**src/rtl/cdtmr_pkg.sv**
```systemverilog
package cdtmr_pkg;

    localparam int RUN_BIT = 0;
    localparam int IEN_BIT = 1;
    localparam int CLR_BIT = 4;

    typedef struct packed {
        logic run;
        logic ien;
        logic flag;
    } ctrl_state_t;

endpackage

```
**src/rtl/cdtmr_ctrl.sv**
```systemverilog
module cdtmr_ctrl
    import cdtmr_pkg::*;
(
    input  logic clk,
    input  logic rst_n,
    input  logic wr_ctrl,
    input  logic wr_run,
    input  logic wr_ien,
    input  logic wr_clr,
    input  logic expire,
    output logic run,
    output logic ien,
    output logic flag
);

    ctrl_state_t st_d, st_q;

    always_comb begin
        st_d = st_q;
        if (wr_ctrl) begin
            if (wr_run) begin
                st_d.run = 1'b1;
                st_d.ien = wr_ien;
                if (wr_clr) begin
                    st_d.flag = 1'b0;
                end
            end else begin
                st_d.run = 1'b0;
                st_d.ien = 1'b0;
            end
        end
        if (expire) begin
            st_d.flag = 1'b1;
        end
    end

    always_ff @(posedge clk or negedge rst_n) begin
        if (!rst_n) begin
            st_q <= '0;
        end else begin
            st_q <= st_d;
        end
    end

    assign run  = st_q.run;
    assign ien  = st_q.ien;
    assign flag = st_q.flag;

    AST_STOP_CLEARS: assert property (@(posedge clk) disable iff (!rst_n)
        (wr_ctrl && !wr_run) |=> (!run && !ien));
    AST_ACK_DROPS: assert property (@(posedge clk) disable iff (!rst_n)
        (wr_ctrl && wr_run && wr_clr && !expire) |=> !flag);
    AST_EXPIRE_SETS: assert property (@(posedge clk) disable iff (!rst_n)
        expire |=> flag);
    AST_FLAG_STICKY: assert property (@(posedge clk) disable iff (!rst_n)
        (flag && !(wr_ctrl && wr_run && wr_clr)) |=> flag);

endmodule

```
**src/rtl/cdtmr_counter.sv**
```systemverilog
module cdtmr_counter #(
    parameter int CNT_W = 32
) (
    input  logic             clk,
    input  logic             rst_n,
    input  logic             run,
    input  logic             tick,
    input  logic             load,
    input  logic [CNT_W-1:0] load_val,
    output logic [CNT_W-1:0] count,
    output logic             expire
);

    localparam logic [CNT_W-1:0] ONE = CNT_W'(1);

    typedef struct packed {
        logic [CNT_W-1:0] cnt;
    } cnt_state_t;

    cnt_state_t st_d, st_q;

    always_comb begin
        st_d   = st_q;
        expire = 1'b0;
        if (load) begin
            st_d.cnt = load_val;
        end else if (run && tick && (st_q.cnt != '0)) begin
            st_d.cnt = st_q.cnt - ONE;
            expire   = (st_q.cnt == ONE);
        end
    end

    always_ff @(posedge clk or negedge rst_n) begin
        if (!rst_n) begin
            st_q <= '0;
        end else begin
            st_q <= st_d;
        end
    end

    assign count = st_q.cnt;

    AST_FROZEN_OFF: assert property (@(posedge clk) disable iff (!rst_n)
        (!run && !load) |=> $stable(count));
    AST_LOAD_LANDS: assert property (@(posedge clk) disable iff (!rst_n)
        load |=> (count == $past(load_val)));
    AST_STEP_ONE: assert property (@(posedge clk) disable iff (!rst_n)
        (run && tick && !load && (count != '0)) |=> (count == $past(count) - ONE));
    AST_ZERO_HOLDS: assert property (@(posedge clk) disable iff (!rst_n)
        ((count == '0) && !load) |=> (count == '0));

endmodule

```
**src/rtl/cdtmr_top.sv**
```systemverilog
module cdtmr_top
    import cdtmr_pkg::*;
#(
    parameter int DATA_W    = 32,
    parameter int ADDR_W    = 8,
    parameter int CTRL_ADDR = 'h40,
    parameter int CNT_ADDR  = 'h44
) (
    input  logic              clk,
    input  logic              rst_n,
    input  logic              tick_en,
    input  logic              reg_wr,
    input  logic [ADDR_W-1:0] reg_addr,
    input  logic [DATA_W-1:0] reg_wdata,
    output logic [DATA_W-1:0] reg_rdata,
    output logic              irq
);

    localparam logic [ADDR_W-1:0] CTRL_A = ADDR_W'(CTRL_ADDR);
    localparam logic [ADDR_W-1:0] CNT_A  = ADDR_W'(CNT_ADDR);

    logic              sel_ctrl, sel_cnt;
    logic              wr_ctrl, load;
    logic              run, ien, flag, expire;
    logic [DATA_W-1:0] count;

    assign sel_ctrl = (reg_addr == CTRL_A);
    assign sel_cnt  = (reg_addr == CNT_A);
    assign wr_ctrl  = reg_wr && sel_ctrl;
    assign load     = reg_wr && sel_cnt && run;

    cdtmr_ctrl u_ctrl (
        .clk     (clk),
        .rst_n   (rst_n),
        .wr_ctrl (wr_ctrl),
        .wr_run  (reg_wdata[RUN_BIT]),
        .wr_ien  (reg_wdata[IEN_BIT]),
        .wr_clr  (reg_wdata[CLR_BIT]),
        .expire  (expire),
        .run     (run),
        .ien     (ien),
        .flag    (flag)
    );

    cdtmr_counter #(.CNT_W(DATA_W)) u_counter (
        .clk      (clk),
        .rst_n    (rst_n),
        .run      (run),
        .tick     (tick_en),
        .load     (load),
        .load_val (reg_wdata),
        .count    (count),
        .expire   (expire)
    );

    always_comb begin
        reg_rdata = '0;
        if (sel_ctrl) begin
            reg_rdata[RUN_BIT] = run;
            reg_rdata[IEN_BIT] = ien;
        end else if (sel_cnt) begin
            reg_rdata = count;
        end
    end

    assign irq = flag & ien;

    AST_STOPPED_LOAD_DROPPED: assert property (@(posedge clk) disable iff (!rst_n)
        (reg_wr && sel_cnt && !run) |=> $stable(count));

endmodule

```
**config.mk**
```make
export PLATFORM = sky130hd
export DESIGN_NAME = cdtmr_top
export DESIGN_NICKNAME = d
export VERILOG_FILES = /design/src/rtl/cdtmr_pkg.sv /design/src/rtl/cdtmr_ctrl.sv /design/src/rtl/cdtmr_counter.sv /design/src/rtl/cdtmr_top.sv
export SDC_FILE = /design/constraint.sdc
export NUM_CORES = 1
export LEC_CHECK = 0
export ABC_AREA = 1
export BUFFER_PORTS_ARGS = -buffer_cell sky130_fd_sc_hd__buf_4
export CAP_MARGIN = 20
export CORE_MARGIN = 8
export CORE_UTILIZATION = 40
export CTS_BUF_LIST = sky130_fd_sc_hd__clkbuf_4 sky130_fd_sc_hd__clkbuf_8
export DETAILED_ROUTE_END_ITERATION = 16
export GPL_TIMING_DRIVEN = 1
export SYNTH_ARGS = -nofsm -noshare
export SYNTH_HDL_FRONTEND = slang
export SYNTH_HIERARCHICAL = 1
export SYNTH_SLANG_ARGS = --single-unit
```
**constraint.sdc**
```tcl
create_clock -name clk -period 2.75 [get_ports clk]
set_clock_uncertainty 0.05 [all_clocks]
set_input_delay 0.1375 -clock clk [delete_from_list [all_inputs] [get_ports clk]]
set_output_delay 0.1375 -clock clk [all_outputs]
set_load 0.01 [all_outputs]
```
After elaboration in Yosys (flattened, before gate mapping)
Cells that the tools add are included.
Cells by class
  $add $sub $neg: 1
  equal/unequal tests: 3
  muxes and demuxes: 12
  bitwise logic cells: 1
  reduce and logical (&&, ||, !) cells: 11
Operators with widths (number)
  32-bit 2-to-1 mux: 3
  32-bit by 1-bit equality test with 1-bit output, second input constant: 1
  32-bit nonzero test: 1
  32-bit by 1-bit subtractor with 32-bit output, second input constant: 1
  30-bit 2-to-1 mux: 1
  8-bit by 7-bit equality test with 1-bit output, second input constant: 2
  2-bit nonzero test: 4
  1-bit 2-to-1 mux: 6
  1-bit logical AND: 5
  2-bit 2-to-1 mux: 2
  3-bit AND reduction: 1
  1-bit bitwise AND: 1
Word-level totals
  bits in registers: 35

Longest topological paths before layout
Gate-level depths: netlist of run 1.
  depth after elaboration: 6
  gate-level depth with buffers: 13
  mapped depth without buffers: 12

By module
Netlist of run 1, hierarchy kept.
Modules (own cells, without submodules)
  cdtmr_counter: times used 1, cells each 391, area each 2454.9 µm², sequential area each 800.8 µm²
  cdtmr_top: times used 1, cells each 95, area each 478.0 µm², sequential area each 0.0 µm²
  cdtmr_ctrl: times used 1, cells each 13, area each 117.6 µm², sequential area each 75.1 µm²

Worst setup path before layout of run 1
Ideal clock, no wire load.
  path type: register -> register
  start point: register u_counter.st_q, in the netlist u_counter/count[0]
  end point: register u_counter.st_q, in the netlist u_counter/count[6]
  library setup time: 120 ps
  arrival: 1553 ps
  data required time: 2580 ps
  slack: 1027 ps
  stages on the path, launching flop included: 11
  buffers on the path: 1
  clock period less this slack: 1723 ps
  path through: dfrtp_1 -> inv_1 -> ha_1 -> nand2_2 -> nor2_4 -> nand2_2 -> o21ai_4 -> nand2_2 -> buf_6 -> o21ai_1 -> nand2_1
On the way
  longest elaborated chain between the ends: 3
  elaborated cells between the ends (all ways): 6
RTL lines
  start, declared: line cdtmr_counter.sv:20  | cnt_state_t st_d, st_q;
  start signal, assigned: line cdtmr_counter.sv:37  | st_q <= st_d;
  32-bit by 1-bit subtractor with 32-bit output or 32-bit nonzero test (tied branches): line cdtmr_counter.sv:28, cdtmr_counter.sv:27
  32-bit 2-to-1 mux or 1-bit logical AND (tied branches): line cdtmr_counter.sv:27  | end else if (run && tick && (st_q.cnt != '0)) begin
  32-bit 2-to-1 mux or 2-bit nonzero test (tied branches)
Parallel ways exist; a longest one is shown, timed or not. The select of a mux whose other input is x is not followed.
A chain may end at the register's enable or synchronous reset.

Worst setup path in the final report of run 1
  start point: register u_counter.st_q, in the netlist u_counter/count[0]
  end point: register u_counter.st_q, in the netlist u_counter/count[16]
The elaborated chain is that of the path after synthesis.

==> results of run 1 <==
area by class of cell:
type,count,area (sq um)
flip-flops and latches,35,876
well taps,102,128
clock inverters,1,5.00
multi-input cells,379,1790
repair buffers,81,611
inverters,73,274
clock buffers,7,83.8
fillers,820,3800
state kept, by name, indices dropped and copies added (netlist names):
name and cells:
u_counter/count 32, u_ctrl/run 1, u_ctrl/ien 1, u_ctrl/flag 1
metal layers:
metal | vias to the layer above | GRT usage (%)
li1 | 1658 | -
met1 | 1351 | 23.3
met2 | 70 | 28.3
met3 | 8 | 3.21
met4 | 0 | 4.78
met5 | - | 0
metrics by stage:
step	cell area (sq um)	hold slack [ps]	utilization (%)	setup WS (ps)	power, mW
floorplan	3050	-208	-	1030	2.34
finish	3770	5.29	49.8	448	3.18
CTS	3770	0.783	49.8	394	3.19
detailed placement	3670	87.8	48.5	412	2.77
global placement	3670	75.8	48.5	564	2.75
global route	3770	5.87	49.8	160	3.54
power groups by stage:
stage,clock [mW],sequential (mW),combinational (mW)
detailed placement,0,1.03,1.74
finish,0.396,1.02,1.76
global route,0.432,1.07,2.05
global placement,0,1.02,1.73
floorplan,0,0.925,1.41
CTS,0.413,1.02,1.75
cells in the mapped netlist:
cell,instances
ha_1,2
inv_2,1
nand2_2,3
xor2_1,8
nor2_1,60
nor2_8,1
clkbuf_1,3
nor3b_1,1
nand2_1,183
xnor2_1,7
nor2_2,39
nor4_1,1
buf_6,8
o21ai_4,1
nand3b_1,1
dfrtp_1,35
buf_2,1
o21ai_0,12
a21boi_0,2
a31oi_1,1
nand4_1,4
clkinv_1,1
inv_1,71
a21oi_1,1
nand3_1,44
nor2_4,3
o21ai_2,4
o21ai_1,1
cell families after synthesis:
| family | count (synthesis) |
|---|---|
| xor+xnor | 15 |
| simple gates | 340 |
| flops | 35 |
| buf+inv | 85 |
| fa+ha+maj | 2 |
| compound gates | 22 |
how the worst min path moves through the flow:
stage / startpoint / end / slack, ps / cells past startpoint
2_1_floorplan: rst_n / u_counter/count[0] / -210 / 0
3_3_place_gp: rst_n / u_counter/count[7] / 80 / 1
3_5_place_dp: rst_n / u_counter/count[7] / 90 / 1
4_1_cts: reg_wdata[21] / u_counter/count[21] / 0.8 / 3
5_1_grt: reg_wdata[9] / u_counter/count[9] / 6 / 3
6_report: reg_wdata[7] / u_counter/count[7] / 5 / 3
worst min-delay path, cell delays in order:
cell and delay (ps):
buf_4 70, nand2_1 40, nand3_1 70
placed cells by master, fill, tap and decap left out, types with 2 or more instances in the layout:
| cell type | instances |
|---|---|
| nand2_1 | 183 |
| buf_4 | 80 |
| inv_1 | 71 |
| nor2_1 | 60 |
| nand3_1 | 44 |
| nor2_2 | 39 |
| dfrtp_1 | 35 |
| o21ai_0 | 12 |
| xor2_1 | 8 |
| xnor2_1 | 7 |
| clkbuf_8 | 5 |
| nand4_1 | 4 |
| o21ai_2 | 4 |
| nor2_4 | 3 |
| nand2_2 | 3 |
| a21boi_0 | 2 |
| clkbuf_4 | 2 |
| ha_1 | 2 |
timing repair:
item | CTS | global route
resized for setup | 0 | 0
hold endpoints to repair | 35 | 0
hold buffers | 1 | 0
==> results by group, run 1 <==
Logic synthesis
  – Mapped Nets: 545
  – Cell taking the most area after synthesis: dfrtp_1
  – Largest family of logic cells by synthesized area: simple AND/OR/NAND/NOR gates
  – Mux contribution to synthesized area: 0%
  – Synthesized area: 3050 sq um
  – Yosys top cell area share: 28.7%
  – Synth Warn #: 6
  – Register bit total from synthesis: 35
  – Complex-gate fraction of the synthesized area: 4.68%
  – Synth cell types: 28
  – Avg Synthesized Cell Area: 6.11 sq um
  – Synth top area cells: dfrtp_1 (29%), nand2_1 (23%), inv_1 (8.7%), nor2_2 (8.0%), nor2_1 (7.4%)
  – Sequential share of the synthesized area: 28.7%
  – Simple-gate share of the synthesized area: 49.0%
  – Synth Area in Adders: 0.820%
  – Cells after synthesis: 499
  – Xor and xnor fraction of the mapped netlist area: 4.31%

Setup path
  – Critical path's top delay family: simple AND/OR/NAND/NOR gates
  – R2R Setup Slk: 450 ps
  – Worst-path maximum fanout: 23
  – Crit path DAT: 2480 ps
  – CP startpoint kind: flop
  – Crit path cell chain: inv_1 -> ha_1 -> nand2_2 -> nor2_4 -> nand2_2 -> o21ai_4 -> nor2_2 -> nand2_1 -> nand3_1
  – Crit. End Element: flop
  – Req. time, crit path: 2930 ps
  – CP max stage cell: nor2_2
  – CP max stage delay: 760 ps
  – CP Buf/Inv Count: 1
  – Reg2reg end: u_counter/count[16]
  – Crit path top cell by count: nand2_2
  – Worst Reg2Reg Path Length in Cells: 9
  – CP endpoint: u_counter/count[16]
  – WS Path Type: reg2reg
  – Crit path depth: 9
  – Reg2Reg Launch Point: u_counter/count[0]
  – Crit path from: u_counter/count[0]

Drt
  – DRC violations left: 0
  – Met2 WL: 3940 microns
  – Antenna Nets Post-Route: 0
  – Post-Route WL: 8750 microns
  – Routed len/inst: 12.9 microns
  – Routed vias: 3087
  – Met3 wire length: 486 microns
  – DR top layer: met4
  – Met1 WL: 4240 microns
  – TritonRoute pass-1 iters: 4
  – Initial DRC Count: 199
  – Vias/cell: 4.55

Finish
  – Area Overhead vs Synth: 23.6%
  – Antenna Cells: 0
  – Post-Layout Cell Count: 678
  – NumNets Final: 621
  – Layout cells sized above 1: 24.3%

Place
  – Placed Cells: 669
  – GP Congestion: 0.899
  – Number of port buffers: 76
  – Detailed Place HPWL: 6780 microns

Power
  – PwrDens: 842 nW/um^2
  – Pint: 1.53 mW
  – Sequential power share: 32.1%
  – Leak: 1.97 nW
  – Max IR drop VDD: 0.000321 V
  – Net switching power: 1.64 mW
  – Sw Share: 51.7%
  – Clk pwr share: 12.5%
  – Logic gate share of total power: 55.4%

GRT
  – Vias in the first global route: 3112
  – Global route overflow: 0
  – Initial antenna violation count: 0
  – First-pass GRT wire length: 14800 microns
  – Largest net degree at the start of global routing: 36
  – Total track usage: 17.5%

Timing
  – Post-route clock period utilization: 83.7%
  – Max Freq: 434 MHz
  – Worst slew margin: 33.3%
  – Final Critical Period: 2300 ps
  – Setup TNS: 0 ps
  – RSZ-0062 raised after global routing: no
  – Setup-failing EPs final: 0
  – Slew Limit Fails: 0
  – Tightest Pin Transition: 1000 ps
  – Fin. Hold Viols: 0

Clocking
  – Setup bufs post-CTS: 0
  – Clk buf depth: 2
  – Clock insertion delay at the later pin of the skew report: 290 ps
  – Clock sinks: 35
  – Worst-path clk slew: 70 ps
  – TritonCTS Buffers: 5
  – Root Buffer: clkbuf_8
  – CTS H-tree lvls: 2
  – CTS tree: yes

Job
  – Maximum Capacitance Violations: 0

Floorplan
  – Total die area: 10700 sq um
  – Initial core utilization: 40.3%
  – Core Footprint: 7570 sq um
  – Row count: 32
  – I/O pin count: 77
  – Die Wd: 103 microns
  – Die Y-Extent: 103 microns

Min path
  – Hold crit path type: in2reg

Outcome
  – Status: finished clean
(Power assumes the default switching activity.)
==> run 2: changes to the inputs <==
- PLACE_DENSITY: unset -> 0.65
- clock period: 2.75 -> 2 ns (I/O delays scaled with it)
==> run 2 against run 1 <==
Compared with the run above:
- routed wire length is 7.2% higher
- die area stayed put
- non-clock buffer count grew 55
- worst setup slack lost 320 ps
- sequential share of layout area fell by 2.9 points
- via count up 11%
- flip-flop and latch count is the same
- highest routed layer unchanged
==> results by group, run 2 (synthesized netlist as in run 1, its figures left out) <==
Timing
  – Tightest Pin Transition: 556 ps (was 1000 ps)
  – Final Critical Period: 1870 ps (was 2300 ps)
  – Setup-failing EPs final: 0 (unchanged)
  – Setup TNS: 0 ps (unchanged)
  – RSZ-0062 raised after global routing: no (unchanged)
  – Max Freq: 536 MHz (was 434 MHz)
  – Slew Limit Fails: 0 (unchanged)
  – Fin. Hold Viols: 0 (unchanged)
  – Worst slew margin: 62.9% (was 33.3%)
  – Post-route clock period utilization: 93.4% (was 83.7%)
  – Setup ws final: 133 ps (was 448 ps)
  – WHS: 4.48 ps (was 5.29 ps)

Drt
  – TritonRoute pass-1 iters: 5 (was 4)
  – Routed len/inst: 12.8 microns (was 12.9 microns)
  – Antenna Nets Post-Route: 0 (unchanged)
  – Initial DRC Count: 228 (was 199)
  – DRC violations left: 0 (unchanged)
  – Vias/cell: 4.66 (was 4.55)
  – Routed vias: 3419 (was 3087)
  – Post-Route WL: 9380 microns (was 8750 microns)

Setup path
  – Crit. End Element: flop (unchanged)
  – Worst-path maximum fanout: 5 (was 23)
  – WS Path Type: reg2reg (unchanged)
  – Req. time, crit path: 2180 ps (was 2930 ps)
  – Crit path DAT: 2040 ps (was 2480 ps)
  – CP startpoint kind: flop (unchanged)

Clocking
  – Setup bufs post-CTS: 0 (unchanged)
  – Clk buf depth: 2 (unchanged)
  – Clock insertion delay at the later pin of the skew report: 290 ps (about the same)
  – Worst-path clk slew: 70 ps (about the same)
  – Clock sinks: 35 (unchanged)
  – Root Buffer: clkbuf_8 (unchanged)
  – TritonCTS Buffers: 5 (unchanged)
  – CTS tree: yes (unchanged)
  – CTS H-tree lvls: 2 (unchanged)

Finish
  – Antenna Cells: 0 (unchanged)
  – Post-Layout Cell Count: 733 (was 678)
  – NumNets Final: 676 (was 621)
  – Max reg flops: 32 (unchanged)
  – Commonest non-fill, non-tap cell in the layout: nand2_1 (unchanged)
  – Layout cells sized above 1: 28.4% (was 24.3%)
  – Commonest cells after routing, fill and taps aside: nand2_1 (183), buf_4 (113), inv_1 (70), nor2_1 (58), nand3_1 (44) (was nand2_1 (183), buf_4 (80), inv_1 (71), nor2_1 (60), nand3_1 (44))
  – Area Overhead vs Synth: 41.2% (was 23.6%)

Power
  – PwrDens: 1150 nW/um^2 (was 842 nW/um^2)
  – Leak: 2.25 nW (was 1.97 nW)
  – Max IR drop VDD: 0.000504 V (was 0.000321 V)

Place
  – Number of port buffers: 76 (unchanged)
  – Dpl ws: -115 ps (was 412 ps)
  – GP Congestion: 0.922 (was 0.899)
  – Detailed Place HPWL: 7180 microns (was 6780 microns)
  – Placed Cells: 703 (was 669)

Floorplan
  – Row count: 32 (unchanged)
  – Initial core utilization: 40.3% (unchanged)
  – Die Wd: 103 microns (unchanged)
  – I/O pin count: 77 (unchanged)
  – Total die area: 10700 sq um (unchanged)
  – Die Y-Extent: 103 microns (unchanged)
  – Core Footprint: 7570 sq um (unchanged)

GRT
  – Global route overflow: 0 (unchanged)
  – Total track usage: 18.2% (was 17.5%)
  – Largest net degree at the start of global routing: 36 (unchanged)
  – Vias in the first global route: 3456 (was 3112)
  – First-pass GRT wire length: 15700 microns (was 14800 microns)
  – Initial antenna violation count: 0 (unchanged)

Job
  – Maximum Capacitance Violations: 0 (unchanged)

Min path
  – Hold crit path type: in2reg (unchanged)

Outcome
  – Status: finished clean (unchanged)
run 2: cell types whose count changed in the layout (fill, tap and decap cells not counted), moves of 2 or more:
cell / before / now
clkbuf_8: 5 / 7
dlygate4sd3_1: 1 / 21
nor2_1: 60 / 58
buf_4: 80 / 113
run 2: per-layer routing:
metal / vias up / track usage (%) / share of wire, %
met5: - / 0 / 0
met4: 0 / 4.34 / 0.92
met3: 7 / 3.15 / 6.2
met2: 94 / 30.8 / 47
met1: 1552 / 23.6 / 46
li1: 1766 / - / -
run 2: layout make-up:
cell class | instances | area (sq um)
Timing Repair Buffer | 136 | 1100
Sequential cell | 35 | 876
Inverter | 73 | 274
Clock buffer | 8 | 104
Tap cell | 102 | 128
Multi-Input combinational cell | 379 | 1820
Fill cell | 769 | 3260
run 2: report_power, final:
group          switching [mW]  internal (mW)
clock                   0.259          0.328
combinational            1.91           1.25
sequential              0.213          0.976
total                    2.39           2.56
run 2: through the flow:
step / util [%] / total power [mW] / cell area, sq um
5_1_grt: 56.9 / 5.46 / 4310
6_report: 56.9 / 4.94 / 4310
2_1_floorplan: - / 3.21 / 3050
3_5_place_dp: 52.1 / 4.23 / 3940
4_1_cts: 56.3 / 4.88 / 4260
3_3_place_gp: 52.1 / 4.18 / 3940
run 2: critical path, cell delays in order (launching register included):
cell	delay, ps
dfrtp_1	440
nor2_1	220
nand2_1	120
nor2_2	240
nand2_1	220
nor2_1	220
nand2_1	70
nand2_1	60
nand3_1	70
nand2_1	90
run 2: timing repair:
| item | CTS | global route |
|---|---|---|
| endpoints found under the setup margin | 23 | 32 |
| resized for setup | 1 | 7 |
| hold buffers | 21 | 0 |
| hold endpoints to repair | 55 | 0 |
| cloned | 0 | 1 |
run 2: path summary, 6_finish.rpt:
check,from,end,slack [ps],depth (start not counted)
max reg2reg,u_counter/count[3],u_counter/count[31],130,9
max in group asynchronous,rst_n,u_counter/count[31],1290,2
max,u_counter/count[3],u_counter/count[31],130,9
min reg2reg,u_ctrl/flag,u_ctrl/flag,440,2
min,reg_wdata[26],u_counter/count[26],4,3
min in group asynchronous,rst_n,u_counter/count[7],270,2
==> run 3: changes to the inputs <==
- HOLD_SLACK_MARGIN: unset -> 0.12
==> run 3 against run 2 <==
Compared with the run above:
- worst setup slack better by 2.3 ps
- non-clock buffer count increased by 13
- via count rose by 1.1%
- flip-flop and latch count unchanged
- register-to-register slack about the same
- sequential power barely moved
- combinational power hardly changed
- clock-buffer cell count stayed put
- critical path depth stayed put
- first-iteration DRC count shrank 10%
- critical path type unchanged
- critical endpoint unchanged
- largest cell class unchanged
- highest routed layer unchanged
==> results by group, run 3 (synthesized netlist as in run 1, its figures left out) <==
Floorplan
  – Total die area: 10700 sq um (unchanged)
  – Core Footprint: 7570 sq um (unchanged)
  – Die Y-Extent: 103 microns (unchanged)
  – Die Wd: 103 microns (unchanged)
  – I/O pin count: 77 (unchanged)
  – Initial core utilization: 40.3% (unchanged)
  – Row count: 32 (unchanged)

GRT
  – First-pass GRT wire length: 15900 microns (was 15700 microns)
  – Initial antenna violation count: 0 (unchanged)
  – Global route overflow: 0 (unchanged)
  – Largest net degree at the start of global routing: 36 (unchanged)
  – Total track usage: 18.5% (was 18.2%)
  – Vias in the first global route: 3506 (was 3456)

Job
  – Maximum Capacitance Violations: 0 (unchanged)

Clocking
  – CTS tree: yes (unchanged)
  – TritonCTS Buffers: 5 (unchanged)
  – Root Buffer: clkbuf_8 (unchanged)
  – Clk buf depth: 2 (unchanged)
  – CTS H-tree lvls: 2 (unchanged)
  – Clock insertion delay at the later pin of the skew report: 290 ps (about the same)
  – Worst-path clk slew: 70 ps (about the same)
  – Clock sinks: 35 (unchanged)

Setup path
  – Crit path from: u_counter/count[3] (unchanged)
  – Crit path top cell by count: nand2_1 (unchanged)
  – Reg2reg end: u_counter/count[31] (unchanged)
  – CP startpoint kind: flop (unchanged)
  – Req. time, crit path: 2180 ps (about the same)
  – Worst-path maximum fanout: 5 (unchanged)
  – Crit path cell chain: nor2_1 -> nand2_1 -> nor2_2 -> nand2_1 -> nor2_1 -> nand2_1 -> nand2_1 -> nand3_1 -> nand2_1 (unchanged)
  – CP Buf/Inv Count: 0 (unchanged)
  – Crit path DAT: 2040 ps (about the same)
  – Crit path depth: 9 (unchanged)
  – R2R Setup Slk: 140 ps (was 130 ps)
  – Critical path's top delay family: simple AND/OR/NAND/NOR gates (unchanged)
  – CP max stage delay: 440 ps (about the same)
  – CP endpoint: u_counter/count[31] (unchanged)
  – CP max stage cell: dfrtp_1 (unchanged)
  – Reg2Reg Launch Point: u_counter/count[3] (unchanged)
  – Worst Reg2Reg Path Length in Cells: 9 (unchanged)
  – WS Path Type: reg2reg (unchanged)
  – Crit. End Element: flop (unchanged)

Timing
  – Worst slew margin: 62.8% (was 62.9%)
  – Setup-failing EPs final: 0 (unchanged)
  – Max Freq: 536 MHz (about the same)
  – Slew Limit Fails: 0 (unchanged)
  – Setup ws final: 135 ps (was 133 ps)
  – Tightest Pin Transition: 557 ps (was 556 ps)
  – RSZ-0062 raised after global routing: no (unchanged)
  – Fin. Hold Viols: 0 (unchanged)
  – Post-route clock period utilization: 93.2% (was 93.4%)
  – WHS: 210 ps (was 4.48 ps)
  – Final Critical Period: 1860 ps (was 1870 ps)

Place
  – Number of port buffers: 76 (unchanged)
  – GP Congestion: 0.922 (unchanged)
  – DP Area: 3940 sq um (unchanged)
  – Detailed Place HPWL: 7180 microns (unchanged)
  – Dpl ws: -115 ps (unchanged)

Finish
  – Final Util: 58.6% (was 56.9%)
  – Post-route design area: 4440 sq um (was 4310 sq um)
  – Commonest non-fill, non-tap cell in the layout: nand2_1 (unchanged)
  – Area Overhead vs Synth: 45.4% (was 41.2%)
  – NumNets Final: 689 (was 676)
  – Max reg flops: 32 (unchanged)
  – Layout cells sized above 1: 27.8% (was 28.4%)
  – Commonest cells after routing, fill and taps aside: nand2_1 (183), buf_4 (113), inv_1 (70), nor2_1 (58), nand3_1 (44) (unchanged)
  – Antenna Cells: 0 (unchanged)

Drt
  – Routed len/inst: 12.7 microns (was 12.8 microns)
  – TritonRoute pass-1 iters: 5 (unchanged)
  – Initial DRC Count: 205 (was 228)
  – Vias/cell: 4.64 (was 4.66)
  – Post-Route WL: 9510 microns (was 9380 microns)
  – DRC violations left: 0 (unchanged)
  – Routed vias: 3458 (was 3419)
  – Antenna Nets Post-Route: 0 (unchanged)

Min path
  – Hold crit path type: in2reg (unchanged)

Power
  – PnR Total Power: 4.96 mW (was 4.94 mW)
  – Leak: 2.30 nW (was 2.25 nW)
  – Max IR drop VDD: 0.000506 V (was 0.000504 V)
  – PwrDens: 1120 nW/um^2 (was 1150 nW/um^2)

Outcome
  – Status: finished clean (unchanged)
[run 3: cell count changes in the layout (fill, tap and decap cells not counted), sizes merged]
cell,previous run,this run
dlygate4sd3,21,34
[run 3: per-layer routing]
metal  up-vias  GRT usage [%]  part of all wire (%)
met3         7           2.95                   5.7
met2        93           31.6                    47
met1      1567           23.8                    46
met4         0           4.34                  0.90
li1       1791              -                     -
met5         -              0                     0
[run 3: stage by stage]
| stage | TNS (ps) | instances |
|---|---|---|
| 2_1_floorplan | 0 | 499 |
| 3_3_place_gp | -80.5 | 703 |
| 3_5_place_dp | -1770 | 703 |
| 4_1_cts | 0 | 745 |
| 5_1_grt | 0 | 746 |
| 6_report | 0 | 746 |
[run 3: power breakdown]
part | internal (mW) | switching [mW]
sequential | 0.976 | 0.213
clock | 0.328 | 0.259
combinational | 1.27 | 1.92
total | 2.57 | 2.39
[run 3: area by class of cell]
type | instances | area, sq um
clock buffers | 8 | 104
fillers | 753 | 3130
inverters | 73 | 274
multi-input cells | 379 | 1820
flip-flops and latches | 35 | 876
well taps | 102 | 128
repair buffers | 149 | 1230
[run 3: worst min-delay path by stage]
stage / start / endpoint / cells after the start
2_1_floorplan: rst_n / u_counter/count[0] / 0
3_3_place_gp: rst_n / u_counter/count[8] / 1
3_5_place_dp: rst_n / u_counter/count[11] / 1
4_1_cts: tick_en / u_counter/count[30] / 5
5_1_grt: tick_en / u_counter/count[30] / 5
6_report: tick_en / u_counter/count[30] / 5
[run 3: repair_timing]
item	CTS	global route
hold buffers	34	0
gates resized for setup	1	7
setup buffers	0	0
pin swaps	0	0
gates cloned	0	1
setup endpoints to repair	23	32
endpoints found under the hold margin	69	0
[run 3: worst reg2reg max path, delay by kind of cell, from the launching register on]
kind | cells | cell delay, ps
flip-flops | 1 | 440
AND/OR/NAND/NOR | 9 | 1320
